===== config.mk =====
export PLATFORM = sky130hd
export DESIGN_NAME = txb_ctrl
export DESIGN_NICKNAME = d
export VERILOG_FILES = /design/src/rtl/txb_pkg.sv /design/src/rtl/txb_su_timer.sv /design/src/rtl/txb_access.sv /design/src/rtl/txb_fsm.sv /design/src/rtl/txb_ctrl.sv
export SDC_FILE = /design/constraint.sdc
export NUM_CORES = 1
export LEC_CHECK = 0
export BUFFER_PORTS_ARGS = -buffer_cell sky130_fd_sc_hd__buf_4
export CAP_MARGIN = 20
export CORE_ASPECT_RATIO = 0.75
export CORE_UTILIZATION = 40
export CTS_CLUSTER_DIAMETER = 100
export CTS_CLUSTER_SIZE = 25
export DETAILED_ROUTE_END_ITERATION = 6
export GPL_TIMING_DRIVEN = 0
export HOLD_SLACK_MARGIN = 0.06
export PLACE_DENSITY = 0.63
export SETUP_SLACK_MARGIN = 0.15
export SYNTH_ARGS = -nofsm -noshare
export SYNTH_HDL_FRONTEND = slang
export SYNTH_SLANG_ARGS = --single-unit

===== constraint.sdc =====
create_clock -name clk -period 4.5 [get_ports clk]
set_input_delay 0.225 -clock clk [delete_from_list [all_inputs] [get_ports clk]]
set_output_delay 0.225 -clock clk [all_outputs]
set_load 0.02 [all_outputs]

===== src/rtl/txb_pkg.sv =====
package txb_pkg;
   localparam int STATE_W = 4;
   localparam int CMD_W   = 3;

   typedef enum logic [STATE_W-1:0] {
      ST_HDIS     = 4'd0,
      ST_HDIS_LCK = 4'd1,
      ST_HLCK     = 4'd2,
      ST_HLCK_SU  = 4'd3,
      ST_HLCK_MA  = 4'd4,
      ST_IDLE     = 4'd5,
      ST_CC_MA    = 4'd6,
      ST_CC_TX    = 4'd7,
      ST_CC_SU    = 4'd8
   } txb_state_e;

   typedef enum logic [CMD_W-1:0] {
      CMD_NONE    = 3'd0,
      CMD_LOCK    = 3'd1,
      CMD_UNLOCK  = 3'd2,
      CMD_ENABLE  = 3'd3,
      CMD_DISABLE = 3'd4
   } txb_cmd_e;

   function automatic logic host_owned(input txb_state_e s);
      return (s == ST_HDIS) || (s == ST_HDIS_LCK) || (s == ST_HLCK) ||
             (s == ST_HLCK_SU) || (s == ST_HLCK_MA);
   endfunction
endpackage


===== src/rtl/txb_su_timer.sv =====
module txb_su_timer #(
   parameter int SU_CYCLES = 2
) (
   input  logic clk,
   input  logic rst,
   input  logic in_su,
   output logic su_done
);
   localparam int CNT_W = (SU_CYCLES > 1) ? $clog2(SU_CYCLES) : 1;

   if (SU_CYCLES < 1) begin : g_bad
      $error("SU_CYCLES must be at least 1");
   end

   if (SU_CYCLES == 1) begin : g_single
      assign su_done = in_su;
   end else begin : g_count
      logic [CNT_W-1:0] cnt_q;
      assign su_done = in_su && (cnt_q == CNT_W'(SU_CYCLES - 1));
      always_ff @(posedge clk) begin
         if (rst || !in_su || su_done) cnt_q <= '0;
         else                          cnt_q <= cnt_q + 1'b1;
      end
   end
endmodule


===== src/rtl/txb_access.sv =====
module txb_access
   import txb_pkg::*;
(
   input  logic       clk,
   input  logic       rst,
   input  txb_state_e state,
   input  logic       data_wr,
   input  logic       cmt_wr,
   input  logic       cmt_val,
   input  logic       su_done,
   input  logic       cfg_repeat,
   output logic       commit,
   output logic       data_wr_ok,
   output logic       acc_err
);
   logic own;
   logic su_clr;
   logic commit_q;
   logic err_q;

   assign own        = host_owned(state);
   assign data_wr_ok = data_wr && own;
   assign su_clr     = su_done && !cfg_repeat;
   assign commit     = commit_q;
   assign acc_err    = err_q;

   always_ff @(posedge clk) begin
      if (rst) begin
         commit_q <= 1'b0;
         err_q    <= 1'b0;
      end else begin
         err_q <= (data_wr || cmt_wr) && !own;
         if (cmt_wr && own) commit_q <= cmt_val;
         else if (su_clr)   commit_q <= 1'b0;
      end
   end

   a_r4_err_after_reject: assert property (@(posedge clk) disable iff (rst)
      ((cmt_wr || data_wr) && !own) |=> acc_err);

   a_r4_commit_held: assert property (@(posedge clk) disable iff (rst)
      (cmt_wr && !own && !su_done) |=> $stable(commit_q));
endmodule


===== src/rtl/txb_fsm.sv =====
module txb_fsm
   import txb_pkg::*;
(
   input  logic             clk,
   input  logic             rst,
   input  logic [CMD_W-1:0] cmd,
   input  logic             commit,
   input  logic             match,
   input  logic             slot_start,
   input  logic             slot_done,
   input  logic             su_done,
   output txb_state_e       state
);
   txb_state_e state_q, state_d;
   logic       lock_pend_q;
   logic       is_lock;

   assign is_lock = (cmd == CMD_LOCK);
   assign state   = state_q;

   always_comb begin
      state_d = state_q;
      unique case (state_q)
         ST_HDIS: begin
            if (is_lock)                  state_d = ST_HDIS_LCK;
            else if (cmd == CMD_ENABLE)   state_d = ST_IDLE;
         end
         ST_HDIS_LCK: begin
            if (cmd == CMD_UNLOCK)        state_d = ST_HDIS;
            else if (cmd == CMD_ENABLE)   state_d = ST_HLCK;
         end
         ST_HLCK: begin
            if (cmd == CMD_UNLOCK)        state_d = ST_IDLE;
            else if (cmd == CMD_DISABLE)  state_d = ST_HDIS_LCK;
         end
         ST_HLCK_SU: if (su_done)         state_d = ST_HLCK;
         ST_HLCK_MA: if (slot_start)      state_d = ST_HLCK;
         ST_IDLE: begin
            if (match)                    state_d = ST_CC_MA;
            else if (is_lock)             state_d = ST_HLCK;
            else if (cmd == CMD_DISABLE)  state_d = ST_HDIS;
         end
         ST_CC_MA: begin
            if (slot_start)               state_d = commit ? ST_CC_TX : ST_IDLE;
            else if (is_lock)             state_d = ST_HLCK_MA;
         end
         ST_CC_TX: if (slot_done)         state_d = lock_pend_q ? ST_HLCK_SU : ST_CC_SU;
         ST_CC_SU: begin
            if (su_done)                  state_d = ST_IDLE;
            else if (is_lock)             state_d = ST_HLCK_SU;
         end
         default:                         state_d = ST_HDIS;
      endcase
   end

   always_ff @(posedge clk) begin
      if (rst) begin
         state_q     <= ST_HDIS;
         lock_pend_q <= 1'b0;
      end else begin
         state_q <= state_d;
         if (state_q != ST_CC_TX)            lock_pend_q <= 1'b0;
         else if (is_lock && !slot_done)     lock_pend_q <= 1'b1;
      end
   end

   a_r7_tx_needs_commit: assert property (@(posedge clk) disable iff (rst)
      (state_q == ST_CC_TX && $past(state_q) != ST_CC_TX) |->
         ($past(state_q) == ST_CC_MA && $past(commit)));

   a_r6_match_from_idle: assert property (@(posedge clk) disable iff (rst)
      (state_q == ST_IDLE && match) |=> (state_q == ST_CC_MA));

   a_r8_uncommitted_drop: assert property (@(posedge clk) disable iff (rst)
      (state_q == ST_CC_MA && slot_start && !commit) |=> (state_q == ST_IDLE));

   a_r9_done_to_update: assert property (@(posedge clk) disable iff (rst)
      (state_q == ST_CC_TX && slot_done) |=>
         (state_q == ST_CC_SU || state_q == ST_HLCK_SU));
endmodule


===== src/rtl/txb_ctrl.sv =====
module txb_ctrl
   import txb_pkg::*;
#(
   parameter int SU_CYCLES = 2
) (
   input  logic                clk,
   input  logic                rst,
   input  logic [2:0]          host_cmd,
   input  logic                host_data_wr,
   input  logic                host_cmt_wr,
   input  logic                host_cmt_val,
   input  logic                cfg_repeat,
   input  logic                sch_match,
   input  logic                sch_slot_start,
   input  logic                sch_slot_done,
   output logic [3:0]          buf_state,
   output logic                ena_stat,
   output logic                lck_stat,
   output logic                commit,
   output logic                data_valid,
   output logic                tx_active,
   output logic                data_wr_ok,
   output logic                acc_err
);
   txb_state_e state;
   logic       su_done;
   logic       in_su;

   assign in_su = (state == ST_CC_SU) || (state == ST_HLCK_SU);

   txb_su_timer #(.SU_CYCLES(SU_CYCLES)) u_timer (
      .clk(clk), .rst(rst), .in_su(in_su), .su_done(su_done)
   );

   txb_fsm u_fsm (
      .clk(clk), .rst(rst), .cmd(host_cmd), .commit(commit),
      .match(sch_match), .slot_start(sch_slot_start),
      .slot_done(sch_slot_done), .su_done(su_done), .state(state)
   );

   txb_access u_acc (
      .clk(clk), .rst(rst), .state(state), .data_wr(host_data_wr),
      .cmt_wr(host_cmt_wr), .cmt_val(host_cmt_val), .su_done(su_done),
      .cfg_repeat(cfg_repeat), .commit(commit),
      .data_wr_ok(data_wr_ok), .acc_err(acc_err)
   );

   assign buf_state  = state;
   assign ena_stat   = (state != ST_HDIS) && (state != ST_HDIS_LCK);
   assign lck_stat   = (state == ST_HDIS_LCK) || (state == ST_HLCK) ||
                       (state == ST_HLCK_SU) || (state == ST_HLCK_MA);
   assign tx_active  = (state == ST_CC_TX);
   assign data_valid = !host_owned(state) && commit;

   a_r5_no_valid_when_locked: assert property (@(posedge clk) disable iff (rst)
      lck_stat |-> !data_valid);

   a_r10_locked_never_sends: assert property (@(posedge clk) disable iff (rst)
      (state == ST_HLCK_MA) |=> !tx_active);
endmodule


# Yosys cells after proc, flatten, opt, wreduce, memory -nomap -nowiden
# Cells that the tools add are included.
[classes]
n_div = 0
eq_ne = 23
n_lt_le_gt_ge = 0
n_shift = 0
muxes = 21
add_sub_neg = 1
n_reduce_logical = 28
bitwise = 0
mul = 0
[ops]
columns = ["op", "count"]
rows = [
  ["4-bit 2-to-1 mux", 17],
  ["4-bit one-hot mux with 9 select lines", 1],
  ["4-bit by 3-bit equality test with 1-bit output (second input constant)", 4],
  ["3-bit by 1-bit != test with 1-bit output (second input constant)", 4],
  ["1-bit logical OR", 11],
  ["9-bit AND reduction", 1],
  ["4-bit by 2-bit equality test with 1-bit output (second input constant)", 2],
  ["1-bit logical AND", 8],
  ["3-bit by 2-bit equality test with 1-bit output (second input constant)", 2],
  ["4-bit by 1-bit equality test with 1-bit output (second input constant)", 1],
  ["4-bit equality test (second input constant)", 1],
  ["1-bit logical NOT", 4],
  ["4-bit logical NOT", 1],
  ["2-bit != test (second input constant)", 2],
  ["4-bit by 1-bit != test with 1-bit output (second input constant)", 1],
  ["4-bit by 2-bit != test with 1-bit output (second input constant)", 1],
  ["4-bit by 3-bit != test with 1-bit output (second input constant)", 1],
  ["4-bit nonzero test", 1],
  ["3-bit by 1-bit equality test with 1-bit output (second input constant)", 1],
  ["3-bit equality test (second input constant)", 1],
  ["3-bit by 2-bit != test with 1-bit output (second input constant)", 1],
  ["1-bit 2-to-1 mux", 2],
  ["2-bit 2-to-1 mux", 1],
  ["2-bit by 1-bit != test with 1-bit output (second input constant)", 1],
  ["other kinds (3)", 3],
]
[word_totals]
ramBits = 0
input_bits = 12
n_memories = 0
out_inout_bits = 11
latch_bits = 0
register_bits = 8
romBits = 0

# Logic depth before layout (Yosys ltp)
[depth]
word_depth = 7
ltp_mapped = 7
mapped_depth_nobuf = 5

# Hierarchy
# A second synthesis with hierarchy kept.
[hier_totals]
cells_unflattened = 99
area_unflattened_um2 = 759.5
[modules_own_cells]
columns = ["mod", "seq_area_each_um2", "area_per_inst_um2", "instances", "cells_per_inst"]
rows = [
  ["txb_fsm", 100.1, 554.3, 1, 75],
  ["txb_access", 40.0, 100.1, 1, 12],
  ["txb_ctrl", 0.0, 65.1, 1, 9],
  ["txb_su_timer", 20.0, 40.0, 1, 3],
]

# Worst setup path after synthesis
# No wires, ideal clock.
[synth_timing]
path_kind = "register to register"
from = "register u_fsm.state_q[3], in the netlist u_fsm.state[3]"
to = "register u_fsm.state_q[0], in the netlist u_fsm.state[0]"
arrival_ns = 1.658
stages_incl_launch_ff = 6
n_path_buf = 0
path_slack_ns = 2.721
t_required_ns = 4.379
setup_ns = 0.121
period_less_slack_ns = 1.779
path_cell_list = "dfxtp_1 -> and2b_2 -> a2111oi_0 -> a21oi_1 -> a21oi_2 -> mux2_4"
[synth_between]
elab_chain_cells = 5
word_cells_on_any_way = 23
cone_classes = "17 x eq/ne; 2 x mux; 4 x reduce/logical"
[synth_lines]
columns = ["item", "line", "rtl"]
rows = [
  ["from (decl)", "txb_fsm.sv:14", "txb_state_e state_q, state_d;"],
  ["from (signal assigned)", "txb_fsm.sv:61", "state_q <= state_d;"],
  ["4-bit equality test or 4-bit by 2-bit equality test with 1-bit output (tied branches)", "txb_fsm.sv:23, txb_ctrl.sv:29", ""],
  ["1-bit logical OR", "txb_ctrl.sv:29", "assign in_su = (state == ST_CC_SU) || (state == ST_HLCK_SU);"],
  ["1-bit logical AND", "txb_su_timer.sv:19", "assign su_done = in_su && (cnt_q == CNT_W'(SU_CYCLES - 1));"],
  ["3-bit by 1-bit != test with 1-bit output (no line), or another cell as far along", "--", ""],
  ["9-bit AND reduction (no line) or 4-bit one-hot mux with 9 select lines (tied branches)", "--", ""],
]
# Parallel ways exist; a longest one is shown, timed or not.
# A chain may end at the register's enable or synchronous reset.

# Worst setup path in the final report
# Ends and elaborated chain as after synthesis.

==> impl_metrics.py <==
metrics = {
    "cts": {
        "post_cts_buffers": 0,
        "clk_pin_slew_ps": 60,
        "cts_tree": "yes",
        "cts_root_buffer": "clkbuf_4",
        "cts_max_level": 1,
        "clock_latency_ps": 260,
        "cts_resized": 0,
        "cts_buffers": 3,
        "hold_buffers": 0,
        "clock_sinks": 8,
        "clock_path_buffers": 2,
    },
    "layout": {
        "area_growth_pct": 28.0,
        "register_area_um2": 160,
        "multi_input_area_um2": 504,
        "antennaDiodeCount": 0,
        "fillers": 162,
        "finalNetCount": 135,
        "final_cells": 143,
        "drive_above_1_share": 0.347,
    },
    "timing": {
        "fin_crit_sh": 0.431,
        "post-route-min-period_ps": 1940,
        "rsz0062_at_grt": "no",
        "slew_headroom": 0.699,
        "max_freq_mhz": 516,
        "setup_viol_count_final": 0,
        "finalHoldViolations": 0,
        "finalSetupTns_ps": 0,
        "finalMaxSlewViolations": 0,
        "fin_skew_ps": 9.21,
        "worst_pin_slew_ps": 440,
    },
    "synth": {
        "synthTopCellsByArea": "dfxtp_1, nand3_1, nor3_1",
        "ys_seq_area_frac": 0.216,
        "postSynthCellCount": 97,
        "synth_fp_nets": 109,
        "yosys.cell_types.count": 43,
        "ys_ff_latch": 8,
        "async_flop_share": 0,
        "syn-cell-area_um2": 742,
        "ys.flop_type": "dfxtp_1",
        "postSynthAreaPerCell_um2": 7.65,
        "yosys_warnings": 0,
        "synth_top_area_cell": "dfxtp_1",
        "netlist.area_leader.share": 0.216,
        "synth_edf_count": 0,
    },
    "status": {
        "status": "complete, no violations",
    },
    "worst_setup_path": {
        "cp-endpoint": "u_fsm.state[0]$_SDFFE_PP0P_",
        "crit_arrival_ps": 2100,
        "crit_start": "u_fsm.state[3]$_SDFFE_PP0P_",
        "startpoint_type": "flop",
        "r2r_start": "u_fsm.state[3]$_SDFFE_PP0P_",
        "cp.required_ps": 4660,
        "rrSetupSlack_ps": 2560,
        "timing.rr.end": "u_fsm.state[0]$_SDFFE_PP0P_",
        "end_kind": "flop",
        "reg2reg_depth": 5,
        "cp_max_fo": 5,
        "worstSetupPathType": "reg -> reg",
    },
    "floorplanning": {
        "fp.dieW_um": 51.7,
        "io_pins": 23,
        "fp-row-count": 13,
        "core_area_um2": 1740,
        "initial_core_util": 0.426,
        "dieArea_um2": 2030,
        "dieHeight_um": 39.3,
    },
    "min_path": {
        "hold_class": "in -> reg",
    },
    "power": {
        "peakVddDrop_uv": 287,
        "leakage_uw": 0.000419,
        "power_density_nw_per_um2": 543,
        "p_total_uw": 516,
    },
    "detailed_routing": {
        "drt-total-wl_mm": 2.02,
        "vias": 810,
        "routedWlPerCell_um": 14.1,
        "drt_iter0_drc": 32,
        "drc": 0,
        "ant_nets": 0,
        "via_per_inst": 5.66,
        "firstDrtPassIters": 4,
    },
    "place": {
        "io_buffer_count": 21,
        "dp.cells": 140,
        "gp_congestion": 0.902,
        "dp_hpwl_mm": 1.53,
    },
    "grt": {
        "grt_pass1_vias": 634,
        "grt_max_degree": 11,
        "grt_pass1_wl_mm": 2.98,
        "overflow": 0,
        "grt_use_total": 0.216,
        "antenna_found_initial": 0,
    },
    "run": {
        "drv_cap": 0,
    },
}
==> layout by cell type (no fill, tap or decap), types with 2 or more instances in the layout <==
master	netlist	layout
dfxtp_1	8	8
nand2b_1	3	3
buf_6	2	2
clkbuf_4	0	3
nor2b_1	2	2
or3b_2	2	2
o21bai_1	3	3
nor3b_1	3	3
nor3_1	8	8
inv_1	4	4
nand3_1	8	8
nand2_1	6	6
clkbuf_8	2	2
nor2_1	10	10
a21oi_1	6	6
buf_4	1	22
a31oi_1	2	2
==> routing by layer <==
metal	GRT usage	share of wire
met2	0.315	0.41
met3	0.0698	0.091
met5	0	0
met1	0.290	0.48
met4	0.0878	0.013
==> sequential cells by signal (all words and copies together), names as in the netlist <==
| register | cells |
|---|---|
| u_acc.acc_err | 1 |
| u_acc.commit | 1 |
| u_fsm.lock_pend_q | 1 |
| u_fsm.state | 4 |
| u_timer.g_count.cnt_q | 1 |
==> synth_stat cells, drive strengths merged (2+ instances only) <==
cell	instances
nor2	10
nand3	9
nor3	9
dfxtp	8
a21oi	7
nand2	6
buf	4
inv	4
nand2b	3
nor3b	3
o21bai	3
a31oi	2
and2b	2
and3b	2
clkbuf	2
nor2b	2
or3b	2
==> area by class of cell <==
class | instances | share of cell area
clock buffers | 3 | 0.0237
flip-flops and latches | 8 | 0.169
inverters | 4 | 0.0158
plain buffers | 6 | 0.0659
repair buffers | 21 | 0.166
well taps | 22 | 0.0290
multi-input cells | 79 | 0.531
==> critical path: stages, from the launching register on <==
cell,delay [ps]
dfxtp_1,390
and2b_2,280
a2111oi_0,440
a21oi_1,160
a21oi_2,250
mux2_4,310
==> logic make-up after synthesis <==
logic type	after synthesis	share of synthesized area
compound gates	22	0.214
buf+inv	10	0.105
flops	8	0.216
mux	2	0.0337
simple gates	55	0.432
==> through the flow <==
stage | hold slack [ps] | cell area, µm² | util | setup slack (ps)
floorplan | 370 | 742 | - | 2720
detailed placement | 429 | 927 | 0.533 | 2630
finish | 186 | 950 | 0.546 | 2560
global route | 200 | 950 | 0.546 | 2550
global placement | 430 | 927 | 0.533 | 2660
CTS | 188 | 950 | 0.546 | 2620
==> report_power, final <==
| part | switching [µW] | internal (µW) | leakage [µW] |
|---|---|---|---|
| registers | 18.3 | 85.3 | 0.0000653 |
| logic | 191 | 163 | 0.000340 |
| clock network | 27.6 | 30.7 | 0.0000138 |
| total | 237 | 279 | 0.000419 |
==> worst min path at each step <==
stage / from / endpoint / slack, ps / cells after the start
floorplan: host_cmt_wr / u_acc.commit$_SDFFE_PP0P_ / 370 / 2
global placement: u_timer.g_count.cnt_q$_SDFF_PP0_ / u_timer.g_count.cnt_q$_SDFF_PP0_ / 430 / 1
detailed placement: u_timer.g_count.cnt_q$_SDFF_PP0_ / u_timer.g_count.cnt_q$_SDFF_PP0_ / 430 / 1
CTS: rst / u_acc.commit$_SDFFE_PP0P_ / 190 / 2
global route: rst / u_fsm.state[3]$_SDFFE_PP0P_ / 200 / 2
finish: rst / u_acc.commit$_SDFFE_PP0P_ / 190 / 2
(Power assumes the default switching activity.)
